File: src/rtl/ipba_pkg.sv
package ipba_pkg;
    typedef enum logic [1:0] {
        SLOT_FREE = 2'd0,
        SLOT_FILL = 2'd1,
        SLOT_HELD = 2'd2
    } slot_st_e;

    typedef enum logic [1:0] {
        ST_IDLE   = 2'd0,
        ST_WRITE  = 2'd1,
        ST_COMMIT = 2'd2
    } fsm_e;

    typedef struct packed {
        logic [1:0] dest;
        logic [1:0] port;
        logic [1:0] slot;
    } req_rec_t;

    localparam logic [1:0] DEST_INVALID = 2'd3;
endpackage

File: src/rtl/ipba_slot_alloc.sv
module ipba_slot_alloc
    import ipba_pkg::*;
#(
    parameter int SLOTS = 4,
    localparam int SW = (SLOTS > 1) ? $clog2(SLOTS) : 1
) (
    input  logic          clk,
    input  logic          rst_n,
    input  logic          alloc,
    input  logic          fin,
    input  logic          fin_keep,
    input  logic [SW-1:0] fin_slot,
    input  logic          rel_valid,
    input  logic [SW-1:0] rel_slot,
    output logic [SW-1:0] grant,
    output logic          free_any,
    output logic          all_held
);
    slot_st_e          st [SLOTS];
    logic [SLOTS-1:0]  fill_vec;

    // lowest-numbered free slot wins
    always_comb begin
        grant    = '0;
        free_any = 1'b0;
        for (int i = SLOTS - 1; i >= 0; i--) begin
            if (st[i] == SLOT_FREE) begin
                grant    = SW'(i);
                free_any = 1'b1;
            end
        end
    end

    always_comb begin
        all_held = 1'b1;
        for (int i = 0; i < SLOTS; i++) begin
            fill_vec[i] = (st[i] == SLOT_FILL);
            if (st[i] != SLOT_HELD) all_held = 1'b0;
        end
    end

    generate
        for (genvar g = 0; g < SLOTS; g++) begin : g_slot
            always_ff @(posedge clk) begin
                if (!rst_n) begin
                    st[g] <= SLOT_FREE;
                end else begin
                    unique case (st[g])
                        SLOT_FREE: if (alloc && grant == SW'(g)) st[g] <= SLOT_FILL;
                        SLOT_FILL: if (fin && fin_slot == SW'(g))
                                       st[g] <= fin_keep ? SLOT_HELD : SLOT_FREE;
                        SLOT_HELD: if (rel_valid && rel_slot == SW'(g)) st[g] <= SLOT_FREE;
                        default:   st[g] <= SLOT_FREE;
                    endcase
                end
            end
        end
    endgenerate

    AST_GRANT_IS_FREE: assert property (@(posedge clk) disable iff (!rst_n)
        alloc |-> (free_any && st[grant] == SLOT_FREE));
    AST_ONE_FILLING: assert property (@(posedge clk) disable iff (!rst_n)
        $onehot0(fill_vec));
endmodule

File: src/rtl/ipba_bank_store.sv
module ipba_bank_store #(
    parameter int DATA_W    = 16,
    parameter int SLOTS     = 4,
    parameter int PKT_WORDS = 12,
    localparam int SW   = (SLOTS > 1) ? $clog2(SLOTS) : 1,
    localparam int CW   = $clog2(PKT_WORDS),
    localparam int HALF = (PKT_WORDS + 1) / 2,
    localparam int AW   = $clog2(SLOTS * HALF)
) (
    input  logic              clk,
    input  logic              wr_en,
    input  logic [SW-1:0]     wr_slot,
    input  logic [CW-1:0]     wr_idx,
    input  logic [DATA_W-1:0] wr_data,
    input  logic [SW-1:0]     rd_slot,
    input  logic [CW-1:0]     rd_idx,
    output logic [DATA_W-1:0] rd_data
);
    logic [AW-1:0]     wr_addr;
    logic [AW-1:0]     rd_addr;
    logic [DATA_W-1:0] bank_q [2];

    assign wr_addr = AW'(int'(wr_slot) * HALF + int'(wr_idx >> 1));
    assign rd_addr = AW'(int'(rd_slot) * HALF + int'(rd_idx >> 1));

    // bank 0 holds even word positions, bank 1 odd ones
    generate
        for (genvar b = 0; b < 2; b++) begin : g_bank
            logic [DATA_W-1:0] mem [SLOTS * HALF];
            always_ff @(posedge clk) begin
                if (wr_en && wr_idx[0] == 1'(b)) mem[wr_addr] <= wr_data;
            end
            assign bank_q[b] = mem[rd_addr];
        end
    endgenerate

    assign rd_data = rd_idx[0] ? bank_q[1] : bank_q[0];
endmodule

File: src/rtl/ipba_req_fifo.sv
module ipba_req_fifo #(
    parameter int W     = 6,
    parameter int DEPTH = 4,
    localparam int PW   = $clog2(DEPTH)
) (
    input  logic         clk,
    input  logic         rst_n,
    input  logic         push,
    input  logic [W-1:0] din,
    input  logic         pop,
    output logic [W-1:0] dout,
    output logic         valid,
    output logic         full
);
    logic [W-1:0] mem [DEPTH];
    logic [PW-1:0] wp, rp;
    logic [PW:0]   cnt;
    logic          do_push, do_pop;

    assign valid   = (cnt != '0);
    assign full    = (cnt == (PW+1)'(DEPTH));
    assign do_push = push && !full;
    assign do_pop  = pop && valid;
    assign dout    = valid ? mem[rp] : '0;

    always_ff @(posedge clk) begin
        if (!rst_n) begin
            wp  <= '0;
            rp  <= '0;
            cnt <= '0;
        end else begin
            if (do_push) begin
                mem[wp] <= din;
                wp      <= (wp == PW'(DEPTH - 1)) ? '0 : wp + 1'b1;
            end
            if (do_pop) rp <= (rp == PW'(DEPTH - 1)) ? '0 : rp + 1'b1;
            cnt <= cnt + (PW+1)'(do_push) - (PW+1)'(do_pop);
        end
    end

    AST_NO_OVERFLOW: assert property (@(posedge clk) disable iff (!rst_n)
        push |-> !full);
endmodule

File: src/rtl/ipba_top.sv
module ipba_top
    import ipba_pkg::*;
#(
    parameter int DATA_W     = 16,
    parameter int SLOTS      = 4,
    parameter int PKT_WORDS  = 12,
    parameter int FIFO_DEPTH = 4,
    parameter int DEST_WORD  = 2,
    parameter logic [1:0] PORT_ID = 2'd0,
    localparam int SW = (SLOTS > 1) ? $clog2(SLOTS) : 1,
    localparam int CW = $clog2(PKT_WORDS),
    localparam int RW = $bits(req_rec_t)
) (
    input  logic              clk,
    input  logic              rst_n,
    input  logic              in_valid,
    input  logic              in_first,
    input  logic [DATA_W-1:0] in_word,
    output logic              wait_o,
    output logic              err_o,
    input  logic              rel_valid,
    input  logic [SW-1:0]     rel_slot,
    input  logic [SW-1:0]     rd_slot,
    input  logic [CW-1:0]     rd_idx,
    output logic [DATA_W-1:0] rd_word,
    output logic              req_valid,
    output logic [RW-1:0]     req_rec,
    input  logic              req_pop
);
    fsm_e          state, state_n;
    logic [CW-1:0] cnt, cnt_n;
    logic [SW-1:0] cur_slot, cur_slot_n;
    logic [1:0]    cur_dest, cur_dest_n;
    logic          wait_n, err_n;

    logic          alloc, fin, fin_keep, push;
    logic          wr_en;
    logic [SW-1:0] wr_slot;
    logic [CW-1:0] wr_idx;
    logic [SW-1:0] grant;
    logic          free_any, all_held, fifo_full;
    req_rec_t      rec;

    logic start_word;
    assign start_word = in_valid && in_first;

    // state register
    always_ff @(posedge clk) begin
        if (!rst_n) begin
            state    <= ST_IDLE;
            cnt      <= '0;
            cur_slot <= '0;
            cur_dest <= '0;
            wait_o   <= 1'b0;
            err_o    <= 1'b0;
        end else begin
            state    <= state_n;
            cnt      <= cnt_n;
            cur_slot <= cur_slot_n;
            cur_dest <= cur_dest_n;
            wait_o   <= wait_n;
            err_o    <= err_n;
        end
    end

    // next state and outputs
    always_comb begin
        state_n    = state;
        cnt_n      = cnt;
        cur_slot_n = cur_slot;
        cur_dest_n = cur_dest;
        wait_n     = 1'b0;
        err_n      = 1'b0;
        alloc      = 1'b0;
        fin        = 1'b0;
        fin_keep   = 1'b0;
        push       = 1'b0;
        wr_en      = 1'b0;
        wr_slot    = cur_slot;
        wr_idx     = cnt;
        unique case (state)
            ST_IDLE: begin
                if (start_word) begin
                    if (!free_any) begin
                        err_n = 1'b1;
                    end else begin
                        alloc      = 1'b1;
                        wr_en      = 1'b1;
                        wr_slot    = grant;
                        wr_idx     = '0;
                        cur_slot_n = grant;
                        cnt_n      = CW'(1);
                        state_n    = ST_WRITE;
                    end
                end
            end
            ST_WRITE: begin
                if (start_word) begin
                    wait_n = 1'b1;
                end else if (in_valid) begin
                    wr_en = 1'b1;
                    if (cnt == CW'(DEST_WORD)) cur_dest_n = in_word[1:0];
                    if (cnt == CW'(PKT_WORDS - 1)) begin
                        state_n = ST_COMMIT;
                    end else begin
                        cnt_n = cnt + 1'b1;
                    end
                end
            end
            ST_COMMIT: begin
                if (start_word) wait_n = 1'b1;
                fin      = 1'b1;
                fin_keep = (cur_dest != DEST_INVALID);
                push     = fin_keep;
                cnt_n    = '0;
                state_n  = ST_IDLE;
            end
            default: state_n = ST_IDLE;
        endcase
    end

    assign rec.dest = cur_dest;
    assign rec.port = PORT_ID;
    assign rec.slot = 2'(cur_slot);

    ipba_slot_alloc #(.SLOTS(SLOTS)) i_alloc (
        .clk      (clk),
        .rst_n    (rst_n),
        .alloc    (alloc),
        .fin      (fin),
        .fin_keep (fin_keep),
        .fin_slot (cur_slot),
        .rel_valid(rel_valid),
        .rel_slot (rel_slot),
        .grant    (grant),
        .free_any (free_any),
        .all_held (all_held)
    );

    ipba_bank_store #(.DATA_W(DATA_W), .SLOTS(SLOTS), .PKT_WORDS(PKT_WORDS)) i_store (
        .clk    (clk),
        .wr_en  (wr_en),
        .wr_slot(wr_slot),
        .wr_idx (wr_idx),
        .wr_data(in_word),
        .rd_slot(rd_slot),
        .rd_idx (rd_idx),
        .rd_data(rd_word)
    );

    ipba_req_fifo #(.W(RW), .DEPTH(FIFO_DEPTH)) i_fifo (
        .clk  (clk),
        .rst_n(rst_n),
        .push (push),
        .din  (rec),
        .pop  (req_pop),
        .dout (req_rec),
        .valid(req_valid),
        .full (fifo_full)
    );

    AST_WAIT_ERR_EXCL: assert property (@(posedge clk) disable iff (!rst_n)
        !(wait_o && err_o));
    AST_ERR_ONLY_FULL: assert property (@(posedge clk) disable iff (!rst_n)
        $rose(err_o) |-> $past(all_held));
    AST_REC_FROM_COMMIT: assert property (@(posedge clk) disable iff (!rst_n)
        $rose(req_valid) |-> $past(state == ST_COMMIT));
    AST_FIFO_NOT_FULL_ON_PUSH: assert property (@(posedge clk) disable iff (!rst_n)
        (state == ST_COMMIT && cur_dest != DEST_INVALID) |-> !fifo_full);
endmodule

File: config.mk
export PLATFORM = sky130hd
export DESIGN_NAME = ipba_top
export DESIGN_NICKNAME = d
export VERILOG_FILES = /design/src/rtl/ipba_pkg.sv /design/src/rtl/ipba_slot_alloc.sv /design/src/rtl/ipba_bank_store.sv /design/src/rtl/ipba_req_fifo.sv /design/src/rtl/ipba_top.sv
export SDC_FILE = /design/constraint.sdc
export NUM_CORES = 1
export LEC_CHECK = 0
export BUFFER_PORTS_ARGS = -buffer_cell sky130_fd_sc_hd__buf_2
export CAP_MARGIN = 20
export CORE_ASPECT_RATIO = 0.7
export CORE_MARGIN = 2
export CORE_UTILIZATION = 34
export DETAILED_ROUTE_END_ITERATION = 10
export GPL_TIMING_DRIVEN = 0
export PLACE_DENSITY = 0.45
export RECOVER_POWER = 100
export SYNTH_ARGS = -nofsm -noshare
export SYNTH_HDL_FRONTEND = slang
export SYNTH_SLANG_ARGS = --single-unit
File: constraint.sdc
create_clock -name clk -period 4.7 [get_ports clk]
set_input_delay 0.47 -clock clk [delete_from_list [all_inputs] [get_ports clk]]
set_output_delay 0.47 -clock clk [all_outputs]
set_load 0.01 [all_outputs]
# After elaboration in Yosys (flattened, before gate mapping)

Memory sizes are Yosys's and may differ from the RTL's. A register that Yosys moved wholly into a read port is not among the register bits.
Index checks and enable logic that the tools add are counted.

Logic and storage cells: 236
Bits of input ports: 30
Latch bits: 0
ROM bits: 0
Bits in writable memories: 792
Flip-flop bits (word level): 19
Memories kept: 4

Memory list:

| name                  | words | bits a word | read ports | clocked after Yosys merged registers in | wr ports | RTL line              | RTL |
|---|---|---|---|---|---|---|---|
| i_store.g_bank[0].mem | 24    | 16          | 1          | 0                                       | 1        | ipba_bank_store.sv:29 | `logic [DATA_W-1:0] mem [SLOTS * HALF];` |
| i_store.g_bank[1].mem | 24    | 16          | 1          | 0                                       | 1        | ipba_bank_store.sv:29 |  |
| i_fifo.mem            | 4     | 4           | 1          | 1                                       | 1        | ipba_req_fifo.sv:15   | `logic [W-1:0] mem [DEPTH];` |
| i_alloc.st            | 4     | 2           | 4          | 0                                       | 4        | ipba_slot_alloc.sv:19 | `slot_st_e st [SLOTS];` |

$lt $le $gt $ge: 0
Muxes and demuxes: 127
Equality and inequality tests: 31
Multiply operators: 2
Reduce and logical (&&, ||, !) cells: 38
$add $sub $neg: 7
Bitwise logic cells: 18
Divide/modulo/power cells: 0
Shift-type cells: 0

Operators by type and width:

| operator                                                            | count |
|---|---|
| 1-bit 2-to-1 mux                                                    | 81 |
| 2-bit 2-to-1 mux                                                    | 33 |
| 4-bit 2-to-1 mux                                                    | 8 |
| 2-bit == test (second input constant)                               | 13 |
| 1-bit logical AND                                                   | 17 |
| 2-bit by 1-bit == test with 1-bit output (second input constant)    | 8 |
| 2-bit zero test                                                     | 8 |
| 16-bit 2-to-1 mux                                                   | 1 |
| 1-bit OR                                                            | 16 |
| 2-bit inequality test (second input constant)                       | 7 |
| 4-bit case mux with 3 select lines                                  | 1 |
| 3-bit OR reduction                                                  | 4 |
| 5-bit by 4-bit adder with 5-bit output                              | 2 |
| 2-bit by 2-bit multiplier with 4-bit output (second input constant) | 2 |
| 6-bit 2-to-1 mux                                                    | 1 |
| 6-bit AND reduction                                                 | 1 |
| 3-bit nonzero test                                                  | 2 |
| 5-bit AND reduction                                                 | 1 |
| 2-bit by 1-bit adder with 2-bit output (second input constant)      | 2 |
| 4-bit by 1-bit adder with 4-bit output (second input constant)      | 1 |
| 4-bit by 2-bit == test with 1-bit output (second input constant)    | 1 |
| 4-bit == test (second input constant)                               | 1 |
| 2-bit case mux with 2 select lines                                  | 1 |
| 4-bit AND reduction                                                 | 1 |
| 9 further kinds                                                     | 10 |

# Depth between registers and ports, before layout

An unclocked memory read counts as a cell.

Depth in word-level cells: 18
Gate-level depth with buffers: 15
Gate-level depth less buffers: 13

# Cells and area by module

Synthesis repeated with hierarchy kept, for this count alone.

Cells, all modules: 1,554
Area, all modules: 32,342.3 sq um

By module, submodules not included:

| module          | sequential area each (sq um) | cells an instance | area each (sq um) | instances |
|---|---|---|---|---|
| ipba_bank_store | 23,062.1                     | 1,321             | 29,672.2          | 1 |
| ipba_req_fifo   | 900.9                        | 89                | 1,398.8           | 1 |
| ipba_top        | 240.2                        | 81                | 723.2             | 1 |
| ipba_slot_alloc | 240.2                        | 63                | 548.0             | 1 |

# Worst setup path before layout

Ideal clock, no wire load.

Path type: register -> register
Start point: register state[0]
End point: memory i_store.g_bank[1].mem[10][0] (enable)
Setup time: 0.388 ns
Period minus slack after synthesis: 4.015 ns
Data required time: 4.312 ns
Path slack: 0.685 ns
Buffers on the path: 2
Stages on the path, launching flop included: 16
Arrival time: 3.626 ns
Cells stage by stage: dfxtp_1 inv_1 ha_1 and3_1 clkbuf_1 o21ai_0 a22oi_1 ha_1 inv_1 ha_1 a21o_1 nand2_1 xnor2_1 or3_1 clkbuf_1 nor2_1

Cells in the longest elaborated chain, start to end: 5
Elaborated cells between the ends (all ways): 10
Classes of those cells: add/sub: 1; mul: 1; eq/ne: 1; mux: 5; reduce/logical: 2

Ends and longest elaborated chain:

| item                                                                           | RTL line              | RTL |
|---|---|---|
| start, declared                                                                | ipba_top.sv:30        | `fsm_e state, state_n;` |
| start signal, assigned                                                         | ipba_top.sv:57        | `state <= state_n;` |
| branches (longest 5 deep; another with 5-bit by 4-bit adder with 5-bit output) | -                     |  |
| end, declared                                                                  | ipba_bank_store.sv:29 |  |

Several ways; the timed one is not identified.

# Worst setup path after layout

Start point: input port rd_slot[0]
End point: output port rd_word[8]

Cells in the longest elaborated chain, start to end: 4
Elaborated cells between the ends (all ways): 5
Classes of those cells: add/sub: 1; mul: 1; mux: 1; memory: 2

Ends and longest elaborated chain:

| item                                            | RTL line              | RTL |
|---|---|---|
| start, declared                                 | ipba_top.sv:23        | `input logic [SW-1:0] rd_slot,` |
| 2-bit by 2-bit multiplier with 4-bit output (*) | ipba_bank_store.sv:24 | `assign rd_addr = AW'(int'(rd_slot) * HALF + int'(rd_idx >> 1));` |
| 5-bit by 4-bit adder with 5-bit output (*)      | ipba_bank_store.sv:24 |  |
| memory 24 x 16 bit                              | -                     |  |
| 16-bit 2-to-1 mux (*)                           | ipba_bank_store.sv:37 | `assign rd_data = rd_idx[0] ? bank_q[1] : bank_q[0];` |
| end, declared                                   | ipba_top.sv:25        | `output logic [DATA_W-1:0] rd_word,` |

Every way passes the cells marked *; elsewhere a longest branch is shown, timed or not.

==> results.toml <==
[status]
status = "finished, violations left"
violations = "capacitance limit, slew limit"

[cts]
clk_pin_slew_worst_paths_ns = 0.06
max-clock-path-buffers = 3
ctsRootBufferMaster = "clkbuf_16"
numCtsBuffers = 82
worst_skew_pair.late_latency_ns = 0.63
clock_sink_count = 813
cts_tree = "done"
cts-htree-levels = 3

[final_layout]
drive_above_1_share = 0.3286
final_common_cell = "edfxtp_1"
layout_common_cells = "edfxtp_1 (792), mux4_2 (233), clkbuf_16 (84)"
finalNonFillerCells = 3004
number_of_antenna_repair_diodes = 0
final_util = 0.4079
num-nets-final = 1746
areaGrowthSynthToFinish_pct = 19.40
postLayoutCellArea_mm2 = 0.03814

[timing]
final.period_utilization = 0.9679
slew_headroom = -0.6462
fin_crit_ns = 4.549
finalClockSkew_ns = 0.02045
rsz0062_at_grt = "true"
slew_viols_final = 786
fin_setup_tns_ns = 0
fmaxAchievable_mhz = 219.8
setup_viol = 0
worst-slew-pin-transition_ns = 2.469
finalHoldViolations = 0

[critical_path]
critical_path.cell_chain = "buf_2 > inv_1 > ha_1 > inv_1 > fa_1 > buf_4 > clkdlybuf4s18_2 > clkbuf_2 > mux4_2 > nor2_1 > a31oi_1 > buf_2"
worst_ep_arrival_time_ns = 4.08
cp_slowest_cell = "fa_1"
peak_per_stage_delay_on_the_critical_path_ns = 0.68
worstPathRequired_ns = 4.23
criticalPathCategory = "input pin to primary output"
critical_path.top_delay_family = "buffers and inverters"
timing.critical_path.fanout_max = 10
critical_path_buf_inv_count = 7
worstSetupStartpointType = "input pin"
end_kind = "primary output"

[route]
drt_first_pass_iters = 5
vias_per_cell = 5.333
route.final.wire_length_um = 87810
drt_drc_violations_left = 0
routedWlPerCell_um = 29.23
final_antenna_net_count = 0
route.vias.total = 16020
drt_iter0_drc = 1602

[synth]
yosys.area_share.simple = 0.03141
combinational_family_with_the_most_area_after_synthesis = "multiplexers"
post_synth_instance_area_mm2 = 0.03195
synthesized_area_per_cell_um2 = 21.72
synth-xor-area-share = 0.002428
synth-async-reset-ratio = 0
ys_types = 57
muxShareOfSynthArea = 0.1684
ys_seq_area_frac = 0.7576
synth_seq_cells = 813
synthesis.instances = 1471
yosys.area.top_type_share = 0.7445
area_fraction_in_compound_gates_after_synthesis = 0.01543
synth_ff_type = "edfxtp_1"
synthAdderAreaFrac = 0.01010
synth_top_cells_by_area = "edfxtp_1 (74%), mux4_2 (16%), dfxtp_1 (1.3%)"
synth-edff-count = 792
largest_area_contributor_in_the_synthesized_netlist = "edfxtp_1"
ys_warn_count = 0

[die]
rows = 94
start_util = 0.3417
io-pin-count = 55
fp.dieW_um = 370.4
area_of_the_die_mm2 = 0.09646
core_region_area_mm2 = 0.09350
die-height_um = 260.5

[pwr]
peak_supply_drop_uv = 269.2
power_density_mw_per_mm2 = 420.7
post-layout-total-power_uw = 16050
leakage_uw = 0.01198

[global_route]
overflow = 0
grt_pass1_vias = 15940
antenna_found_initial = 3
grt_start_max_net_pins = 50
grtUsageTotal = 0.1825
first_pass_grt_wire_length_um = 121800

[placed_design]
cell_count_after_placement = 2807
place_area_mm2 = 0.03470
port_buffers = 50
hpwlAfterDp_um = 57270
gp_congestion = 0.8110

[job]
timing.max_cap.violations = 16

[hold_path]
min-delay-path-class = "input pin to flip-flop"
==> state kept, by name (all words and copies together), names as in the netlist, 2 cells and up, named ones only <==
register / cells
i_fifo.mem: 16
state: 2
i_fifo.wp: 2
cur_dest: 2
i_store.g_bank.mem: 768
cur_slot: 2
i_alloc.st: 8
i_fifo.cnt: 3
cnt: 4
i_fifo.rp: 2
==> tightest hold or removal path: stages <==
cell	delay [ns]
buf_2	0.12
nand2_1	0.09
nor2_1	0.05
==> where the power goes <==
group	switching, uW	leakage, uW	internal [uW]
sequential	53.4	0.00729	8040
clock	2740	0.00122	3510
combinational	1040	0.00348	654
==> cell usage after synthesis, types with 3 or more instances <==
master and n:
nand2_1 56, o21ai_0 11, edfxtp_1 792, buf_6 6, buf_4 17, nor2_1 93, o211ai_1 3, o22ai_1 3
nor3_1 5, inv_1 17, mux2i_1 12, and3b_1 3, and3_1 7, fa_1 3, a211oi_1 3, buf_1 9
a21o_1 3, nand3_1 18, a21oi_1 11, or3_1 3, xnor2_1 4, a31oi_1 12, a22oi_1 9, ha_1 21
and2_1 11, mux4_2 233, clkbuf_1 15, buf_2 22, xor2_1 3, dfxtp_1 21, nor2b_1 3, nor4_1 3
nand4_1 7
==> cell families (layout without fill, tap and decap cells) <==
family | count (synthesis) | in the layout
DFF | 813 | 813
AOI/OAI and AO/OA | 71 | 71
buffers and inverters | 87 | 371
adders and majority gates | 24 | 24
other | 1 | 2
xor gates and xnor gates | 8 | 8
muxes | 246 | 246
and+or+nand+nor | 221 | 221
==> path summary, 6_finish.rpt <==
path,from,end,slack [ns],cells after the start
worst max-delay path,rd_slot[0],rd_word[8],0.15,12
worst max register to register,state[1],i_store.g_bank[1].mem[3][0],0.16,15
worst min register to register,i_fifo.rp[1],i_fifo.rp[1],0.49,2
worst min-delay path,in_first,wait_o,0.15,3
==> layer usage <==
metal  part of all wire  wire length (um)  up-vias  track usage
li1                   -                 -     6599            -
met1               0.47             41600     8720       0.2788
met4              0.018              1595        0      0.04020
met5                  0                 0        -            0
met2               0.43             38080      601       0.2634
met3              0.074              6533      101      0.04371
==> layout make-up <==
cell class                 count  area [um2]
multi-input combinational    572        7694
sequential                   813       24200
fill                        8175       55360
timing repair buffer         137        1693
inverter                      18       67.56
tap                         1248        1562
clock inverter                42       335.3
clock buffer                 106        2185
buffer                        68       404.1
==> through the flow <==
| step | worst slack [ns] | hold WS, ns |
|---|---|---|
| global route | -0.1659 | 0.1366 |
| global placement | -1.149 | 0.4847 |
| finish | 0.1509 | 0.1483 |
| floorplan | 0.6851 | 0.4541 |
| CTS | -0.03122 | 0.1074 |
| detailed placement | -0.7873 | 0.4830 |
==> repair_timing <==
| action | CTS | global route |
|---|---|---|
| resized for setup | 13 | 36 |
| pin swaps | 11 | 18 |
| buffers inserted | 20 | 30 |
| hold buffers | 0 | 0 |
| setup endpoints to repair | 316 | 526 |
Power figures use the tool's default switching activity.
